File: src/rtl/emb_pkg.sv
package emb_pkg;
  localparam int PIX_W  = 12;
  localparam int DATA_W = 16;

  localparam logic [PIX_W-1:0] W_ID    = 12'h0A0;
  localparam logic [PIX_W-1:0] W_AHDR  = 12'hAA0;
  localparam logic [PIX_W-1:0] W_AMID  = 12'hA50;
  localparam logic [PIX_W-1:0] W_VMARK = 12'h5A0;

  typedef enum logic [3:0] {
    K_ID, K_AHDR, K_AMSB, K_AMID, K_ALSB,
    K_VMARK1, K_VMSB, K_VMARK2, K_VLSB, K_FILL
  } word_kind_e;

  function automatic logic [PIX_W-1:0] pack_byte(input logic [7:0] b);
    return {b, {(PIX_W-8){1'b0}}};
  endfunction
endpackage

File: src/rtl/emb_seq.sv
module emb_seq
  import emb_pkg::*;
#(
  parameter int          LW_W      = 16,
  parameter logic [15:0] L1_FIRST  = 16'h3000,
  parameter logic [15:0] L1_LAST   = 16'h312E,
  parameter logic [15:0] L2A_FIRST = 16'h3136,
  parameter logic [15:0] L2A_LAST  = 16'h31BE,
  parameter logic [15:0] L2B_FIRST = 16'h31D0,
  parameter logic [15:0] L2B_LAST  = 16'h31FE
) (
  input  logic            clk_i,
  input  logic            rst_ni,
  input  logic            start_i,
  input  logic            line_sel_i,
  input  logic [LW_W-1:0] width_i,
  output logic            active_o,
  output word_kind_e      kind_o,
  output logic [15:0]     addr_o,
  output logic            rd_en_o
);
  localparam int RI_W = 2;

  logic            active_q;
  word_kind_e      kind_q, kind_d;
  logic [LW_W-1:0] col_q, width_q;
  logic [RI_W-1:0] ridx_q, last_idx_q;
  logic [15:0]     addr_q;
  logic            range_end, more_ranges;

  function automatic logic [15:0] r_first(input logic [RI_W-1:0] i);
    case (i)
      2'd0:    return L1_FIRST;
      2'd1:    return L2A_FIRST;
      default: return L2B_FIRST;
    endcase
  endfunction

  function automatic logic [15:0] r_last(input logic [RI_W-1:0] i);
    case (i)
      2'd0:    return L1_LAST;
      2'd1:    return L2A_LAST;
      default: return L2B_LAST;
    endcase
  endfunction

  assign range_end   = (addr_q == r_last(ridx_q));
  assign more_ranges = (ridx_q != last_idx_q);

  always_comb begin
    kind_d = kind_q;
    unique case (kind_q)
      K_ID:     kind_d = K_AHDR;
      K_AHDR:   kind_d = K_AMSB;
      K_AMSB:   kind_d = K_AMID;
      K_AMID:   kind_d = K_ALSB;
      K_ALSB:   kind_d = K_VMARK1;
      K_VMARK1: kind_d = K_VMSB;
      K_VMSB:   kind_d = K_VMARK2;
      K_VMARK2: kind_d = K_VLSB;
      K_VLSB:   kind_d = !range_end ? K_VMARK1 : (more_ranges ? K_AHDR : K_FILL);
      K_FILL:   kind_d = K_FILL;
      default:  kind_d = K_FILL;
    endcase
  end

  always_ff @(posedge clk_i or negedge rst_ni) begin
    if (!rst_ni) begin
      active_q   <= 1'b0;
      kind_q     <= K_FILL;
      col_q      <= '0;
      width_q    <= '0;
      ridx_q     <= '0;
      last_idx_q <= '0;
      addr_q     <= '0;
    end else if (!active_q) begin
      if (start_i && (width_i != '0)) begin
        active_q   <= 1'b1;
        kind_q     <= K_ID;
        col_q      <= '0;
        width_q    <= width_i;
        ridx_q     <= line_sel_i ? 2'd1 : 2'd0;
        last_idx_q <= line_sel_i ? 2'd2 : 2'd0;
        addr_q     <= line_sel_i ? L2A_FIRST : L1_FIRST;
      end
    end else begin
      col_q  <= col_q + 1'b1;
      kind_q <= kind_d;
      if (col_q == width_q - 1'b1) active_q <= 1'b0;
      if (kind_q == K_VLSB && !range_end) begin
        addr_q <= addr_q + 16'd2;
      end else if (kind_q == K_VLSB && more_ranges) begin
        ridx_q <= ridx_q + 1'b1;
        addr_q <= r_first(ridx_q + 1'b1);
      end
    end
  end

  assign active_o = active_q;
  assign kind_o   = kind_q;
  assign addr_o   = addr_q;
  assign rd_en_o  = active_q && (kind_q == K_VMARK1);


  col_in_width_chk: assert property (@(posedge clk_i) disable iff (!rst_ni)
    active_q |-> (col_q < width_q));


  addr_even_chk: assert property (@(posedge clk_i) disable iff (!rst_ni)
    rd_en_o |-> (addr_q[0] == 1'b0));
endmodule

File: src/rtl/emb_fmt.sv
module emb_fmt
  import emb_pkg::*;
(
  input  logic              clk_i,
  input  logic              rst_ni,
  input  logic              active_i,
  input  word_kind_e        kind_i,
  input  logic [15:0]       addr_i,
  input  logic [DATA_W-1:0] rd_data_i,
  output logic [PIX_W-1:0]  pix_o
);
  logic [7:0] lsb_q;

  // value arrives for one cycle only; hold the low byte for the later word
  always_ff @(posedge clk_i or negedge rst_ni) begin
    if (!rst_ni)                             lsb_q <= '0;
    else if (active_i && kind_i == K_VMSB)   lsb_q <= rd_data_i[7:0];
  end

  always_comb begin
    pix_o = '0;
    if (active_i) begin
      unique case (kind_i)
        K_ID:     pix_o = W_ID;
        K_AHDR:   pix_o = W_AHDR;
        K_AMSB:   pix_o = pack_byte(addr_i[15:8]);
        K_AMID:   pix_o = W_AMID;
        K_ALSB:   pix_o = pack_byte(addr_i[7:0]);
        K_VMARK1: pix_o = W_VMARK;
        K_VMSB:   pix_o = pack_byte(rd_data_i[15:8]);
        K_VMARK2: pix_o = W_VMARK;
        K_VLSB:   pix_o = pack_byte(lsb_q);
        K_FILL:   pix_o = '0;
        default:  pix_o = '0;
      endcase
    end
  end
endmodule

File: src/rtl/emb_line_enc.sv
module emb_line_enc
  import emb_pkg::*;
#(
  parameter int          LW_W      = 16,
  parameter logic [15:0] L1_FIRST  = 16'h3000,
  parameter logic [15:0] L1_LAST   = 16'h312E,
  parameter logic [15:0] L2A_FIRST = 16'h3136,
  parameter logic [15:0] L2A_LAST  = 16'h31BE,
  parameter logic [15:0] L2B_FIRST = 16'h31D0,
  parameter logic [15:0] L2B_LAST  = 16'h31FE
) (
  input  logic              clk_i,
  input  logic              rst_ni,
  input  logic              start_i,
  input  logic              line_sel_i,
  input  logic [LW_W-1:0]   width_i,
  output logic              rd_en_o,
  output logic [15:0]       rd_addr_o,
  input  logic [DATA_W-1:0] rd_data_i,
  output logic              lv_o,
  output logic [PIX_W-1:0]  pix_o
);
  logic        active;
  word_kind_e  kind;
  logic [15:0] addr;

  emb_seq #(
    .LW_W(LW_W), .L1_FIRST(L1_FIRST), .L1_LAST(L1_LAST),
    .L2A_FIRST(L2A_FIRST), .L2A_LAST(L2A_LAST),
    .L2B_FIRST(L2B_FIRST), .L2B_LAST(L2B_LAST)
  ) u_seq (
    .clk_i, .rst_ni, .start_i, .line_sel_i, .width_i,
    .active_o(active), .kind_o(kind), .addr_o(addr), .rd_en_o(rd_en_o)
  );

  emb_fmt u_fmt (
    .clk_i, .rst_ni, .active_i(active), .kind_i(kind),
    .addr_i(addr), .rd_data_i(rd_data_i), .pix_o(pix_o)
  );

  assign lv_o      = active;
  assign rd_addr_o = addr;


  first_word_chk: assert property (@(posedge clk_i) disable iff (!rst_ni)
    $rose(lv_o) |-> (pix_o == W_ID));


  msb_follow_chk: assert property (@(posedge clk_i) disable iff (!rst_ni)
    (rd_en_o && lv_o) |=> (!lv_o || pix_o == pack_byte(rd_data_i[15:8])));


  idle_zero_chk: assert property (@(posedge clk_i) disable iff (!rst_ni)
    !lv_o |-> (pix_o == '0));


  single_read_chk: assert property (@(posedge clk_i) disable iff (!rst_ni)
    rd_en_o |=> !rd_en_o);
endmodule

File: config.mk
export PLATFORM = sky130hd
export DESIGN_NAME = emb_line_enc
export DESIGN_NICKNAME = d
export VERILOG_FILES = /design/src/rtl/emb_pkg.sv /design/src/rtl/emb_seq.sv /design/src/rtl/emb_fmt.sv /design/src/rtl/emb_line_enc.sv
export SDC_FILE = /design/constraint.sdc
export NUM_CORES = 1
export LEC_CHECK = 0
export ABC_AREA = 1
export BUFFER_PORTS_ARGS = -buffer_cell sky130_fd_sc_hd__buf_2
export CAP_MARGIN = 20
export CORE_MARGIN = 2
export CORE_UTILIZATION = 45
export DETAILED_ROUTE_END_ITERATION = 6
export GPL_TIMING_DRIVEN = 0
export HOLD_SLACK_MARGIN = 0.05
export PLACE_DENSITY = 0.73
export SYNTH_ARGS = -nofsm -noshare
export SYNTH_HDL_FRONTEND = slang
export SYNTH_SLANG_ARGS = --single-unit
File: constraint.sdc
create_clock -name clk_i -period 3.62 [get_ports clk_i]
set_clock_uncertainty 0.15 [all_clocks]
set_input_delay 0.724 -clock clk_i [delete_from_list [all_inputs] [get_ports clk_i]]
set_output_delay 0.724 -clock clk_i [all_outputs]
set_load 0.005 [all_outputs]
==> results by stage <==
CTS:
- The master cell of the clock root buffer is sky130_fd_sc_hd__clkbuf_8.
- Clock latency on the worst-skew pair, taken at its later pin, is 360 ps.
- TritonCTS built the clock tree.
- The number of sinks driven by the clock tree is 63.
- Clock-pin slew was measured on the worst setup and hold paths at 70 ps.
- Buffers inserted during clock tree synthesis total 9.
- The maximum clock path buffer count is 2.
- After clock tree synthesis, the setup repair step added 0 buffers.
- Hold repair after CTS inserted 0 buffers.
- The number of gates given a new drive strength after cts is 0.
- The H-tree was split into 3 levels.

Synthesis:
- The fraction of synthesis flops using an asynchronous set or reset pin is 1.00.
- In this run the cell area of the synthesized design comes to approximately 0.0042 mm^2.
- After synthesis, the most frequently instantiated cells are sky130_fd_sc_hd__nand2_1 (168), sky130_fd_sc_hd__inv_1 (68), sky130_fd_sc_hd__nor2_1 (68), sky130_fd_sc_hd__dfrtp_1 (61), sky130_fd_sc_hd__nand3_1 (57).
- The most common cell in the synthesized netlist is sky130_fd_sc_hd__nand2_1.
- In the synthesized netlist the dominant register cell turns out to be sky130_fd_sc_hd__dfrtp_1.
- Sorting the synthesized cells by area gives the leading types as sky130_fd_sc_hd__dfrtp_1 (36%), sky130_fd_sc_hd__nand2_1 (15%), sky130_fd_sc_hd__nand3_1 (6.8%).
- Synthesis produced a netlist whose cell count is 596.
- During synthesis, Yosys emitted a total of 0 warnings.
- Yosys mapped the design onto between 40 and 50 distinct sky130hd cell types.
- The fraction of post-synthesis cell area in the top cell type by area is 0.364.
- The register bit count reported by yosys is 63.
- The library cell occupying the most area in the post-synthesis netlist is sky130_fd_sc_hd__dfrtp_1.
- Averaged over all synthesized cells, the footprint is 7.03 um^2.
- The proportion of synthesized chip area in sequential cells is 0.377.
- Yosys mapped a number of flops with a built-in enable equal to 0.

Place:
- The placed cell area is around 0.0046 mm^2.
- Detailed placement ended at an HPWL of 8470 um.
- During placement, the flow inserted port buffers numbering 60.
- At the end of routability-driven placement, the weighted congestion stood at 0.914.

Setup path:
- The critical path is of the reg2out type.
- The worst setup path is launched from a register.
- Walking the worst path, the cells encountered are nor2_2 -> nand3_1 -> inv_1 -> clkbuf_1 -> a21oi_1 -> a41oi_1 -> buf_2.
- The worst setup path is captured at a primary output.
- The logic depth of the worst setup path including buffers is 7.
- The worst register-to-register path begins at u_seq.ridx_q[0].
- In this run the critical register-to-register path is captured at u_seq.addr_o[13].
- The critical path's largest stage delay is 450 ps.
- The count of cells along the worst register-to-register path is 12.
- The cell at the slowest stage of the critical path is sky130_fd_sc_hd__clkbuf_1.
- The arrival time of data at the critical path endpoint is 2280 ps.
- In this run the worst setup path begins at u_seq.kind_o[1].
- The data required time of the critical path is 2750 ps.
- The worst path buffer plus inverter count is 3.
- For flop-to-flop paths, the worst setup slack is 1440 ps.
- The category of cells accounting for the largest share of critical-path delay is buffers and inverters.
- The worst-path maximum fanout is 10.

Drt:
- The number of remaining DRC errors is 0.
- The routed layout has between 4000 and 5000 vias.
- The detailed-route vias per instance is around 5.3.
- For this block, the initial DRC count from the detailed router was 193.
- The post-route antenna net violation count is 0.
- The total iterations of the first detailed-routing run is 5.
- After detailed routing, the average wire length per cell comes to roughly 14 um.
- After detailed routing, the total wire length is 11100 um.

Global routing:
- Global routing finished with a remaining overflow of 0.
- The number of antenna violations at the first check in global routing is 0.
- Entering global routing, the biggest net connects 64 pins.
- The first-pass GRT wire length is 18800 um.
- The number of global-route vias before repair was 4102.
- In the global route stage, overall resource usage came out at 0.236.

Power:
- For this design the static power due to leakage is 2.45 nW.
- The maximum vdd drop is 202 uV.
- Dividing total power by cell area gives a power density of 274 mW/mm^2.

Die:
- The effective utilization at floorplan is 0.458.
- The number of ports placed on the die boundary is 66.
- The vertical extent of the die is 100 um.
- The region available for standard cell placement spans 0.00915 mm^2.
- The initialized floorplan defines 35 standard-cell rows.
- The die outline width is 100 um.
- The die outline area is 0.0101 mm^2.

Final layout:
- The final non-filler cell area is about 0.0048 mm^2.
- The share of layout cells above drive strength 1 is 0.166.
- The net total in the final layout is 713.
- The signed area change from the synthesized netlist to the final layout is 15.1%.
- The final antenna diode count is 0.

Worst hold path:
- The tightest min-delay check is of the in2async type.

STA:
- Setup violations remaining at the end of the flow were counted as 0.
- The max-slew violation total from the final report was 0.
- The setup TNS is 0 ps.
- The number of hold-slack violations in the final timing report was 0.
- Measured against its own limit, the worst slew margin works out to 0.453.
- For the pin with the worst max-slew slack, the measured transition is approximately 800 ps.
- Setup repair after global routing left no endpoint under its margin.
- The post-route clock period utilization is 0.870.
- The highest achievable clock rate is 318 MHz.
- The worst path in the final design needs a cycle of 3150 ps, including I/O delays and setup.

Job:
- The number of maximum-capacitance constraint violations is 0.

Status:
- The flow ran to the end, and the final reports show no timing, DRC or antenna violations.
layer usage:
layer	track usage	routed length, um	part of all wire	vias up
li1	-	-	-	2082
met1	0.289	4840	0.44	1973
met2	0.418	5570	0.50	116
met3	0.0451	529	0.048	21
met4	0.0759	173	0.016	0
met5	0	0	0	-
registers in the layout (all words and copies together), names as in the netlist:
signal	flops
u_seq.last_idx_q	1
u_seq.kind_o	4
u_seq.col_q	16
u_seq.addr_o	15
u_seq.ridx_q	2
u_seq.width_q	16
u_fmt.lsb_q	8
u_seq.active_o	1
worst max path at each step:
stage / to
finish: pix_o[7]
global route: pix_o[7]
CTS: pix_o[7]
detailed placement: pix_o[7]
global placement: pix_o[7]
floorplan: pix_o[7]
metrics by stage:
step	hold WS (ps)	utilization	setup WS (ps)	power, mW	instances
after CTS	345	0.527	489	1.33	787
final	299	0.527	471	1.32	787
after global routing	376	0.527	298	1.37	787
after global placement	335	0.507	931	0.773	771
after detailed placement	344	0.508	874	0.774	771
after floorplan	278	-	1360	0.736	600
cell usage in the layout, fill, tap and decap left out, types with 8 or more instances in the layout:
cell type                  Yosys  routed
sky130_fd_sc_hd__nand4_1      17      17
sky130_fd_sc_hd__nand2_1     168     168
sky130_fd_sc_hd__nor2_1       68      68
sky130_fd_sc_hd__xor2_1       14      14
sky130_fd_sc_hd__o21ai_0      48      48
sky130_fd_sc_hd__nor3_1        9       9
sky130_fd_sc_hd__inv_1        68      68
sky130_fd_sc_hd__dfrtp_1      61      61
sky130_fd_sc_hd__buf_2         3      62
sky130_fd_sc_hd__clkbuf_8      0      10
sky130_fd_sc_hd__a21oi_1      11      11
sky130_fd_sc_hd__nand3_1      57      57
sky130_fd_sc_hd__mux2_2        8       8
area by class of cell:
class                           instances  area, um^2
Inverter                               72         274
Clock buffer                           11         141
Timing Repair Buffer                   60         303
Fill cell                             912        4330
Buffer                                 18         101
Clock inverter                          5        33.8
Tap cell                              111         139
Sequential cell                        63        1580
Multi-Input combinational cell        447        2250
report_power, final:
group          switching (mW)  internal, mW  total [mW]
logic                  0.0269        0.0218      0.0488
registers             0.00249         0.708       0.711
clock network           0.298         0.266       0.564
logic make-up after synthesis:
family          share of synthesized area
fa+ha+maj                          0.0179
simple gates                        0.344
buf+inv                            0.0896
compound gates                      0.109
xor+xnor                           0.0409
flops                               0.377
other cells                      0.000895
mux                                0.0215
No activity file was read; power rests on OpenSTA's default activity.
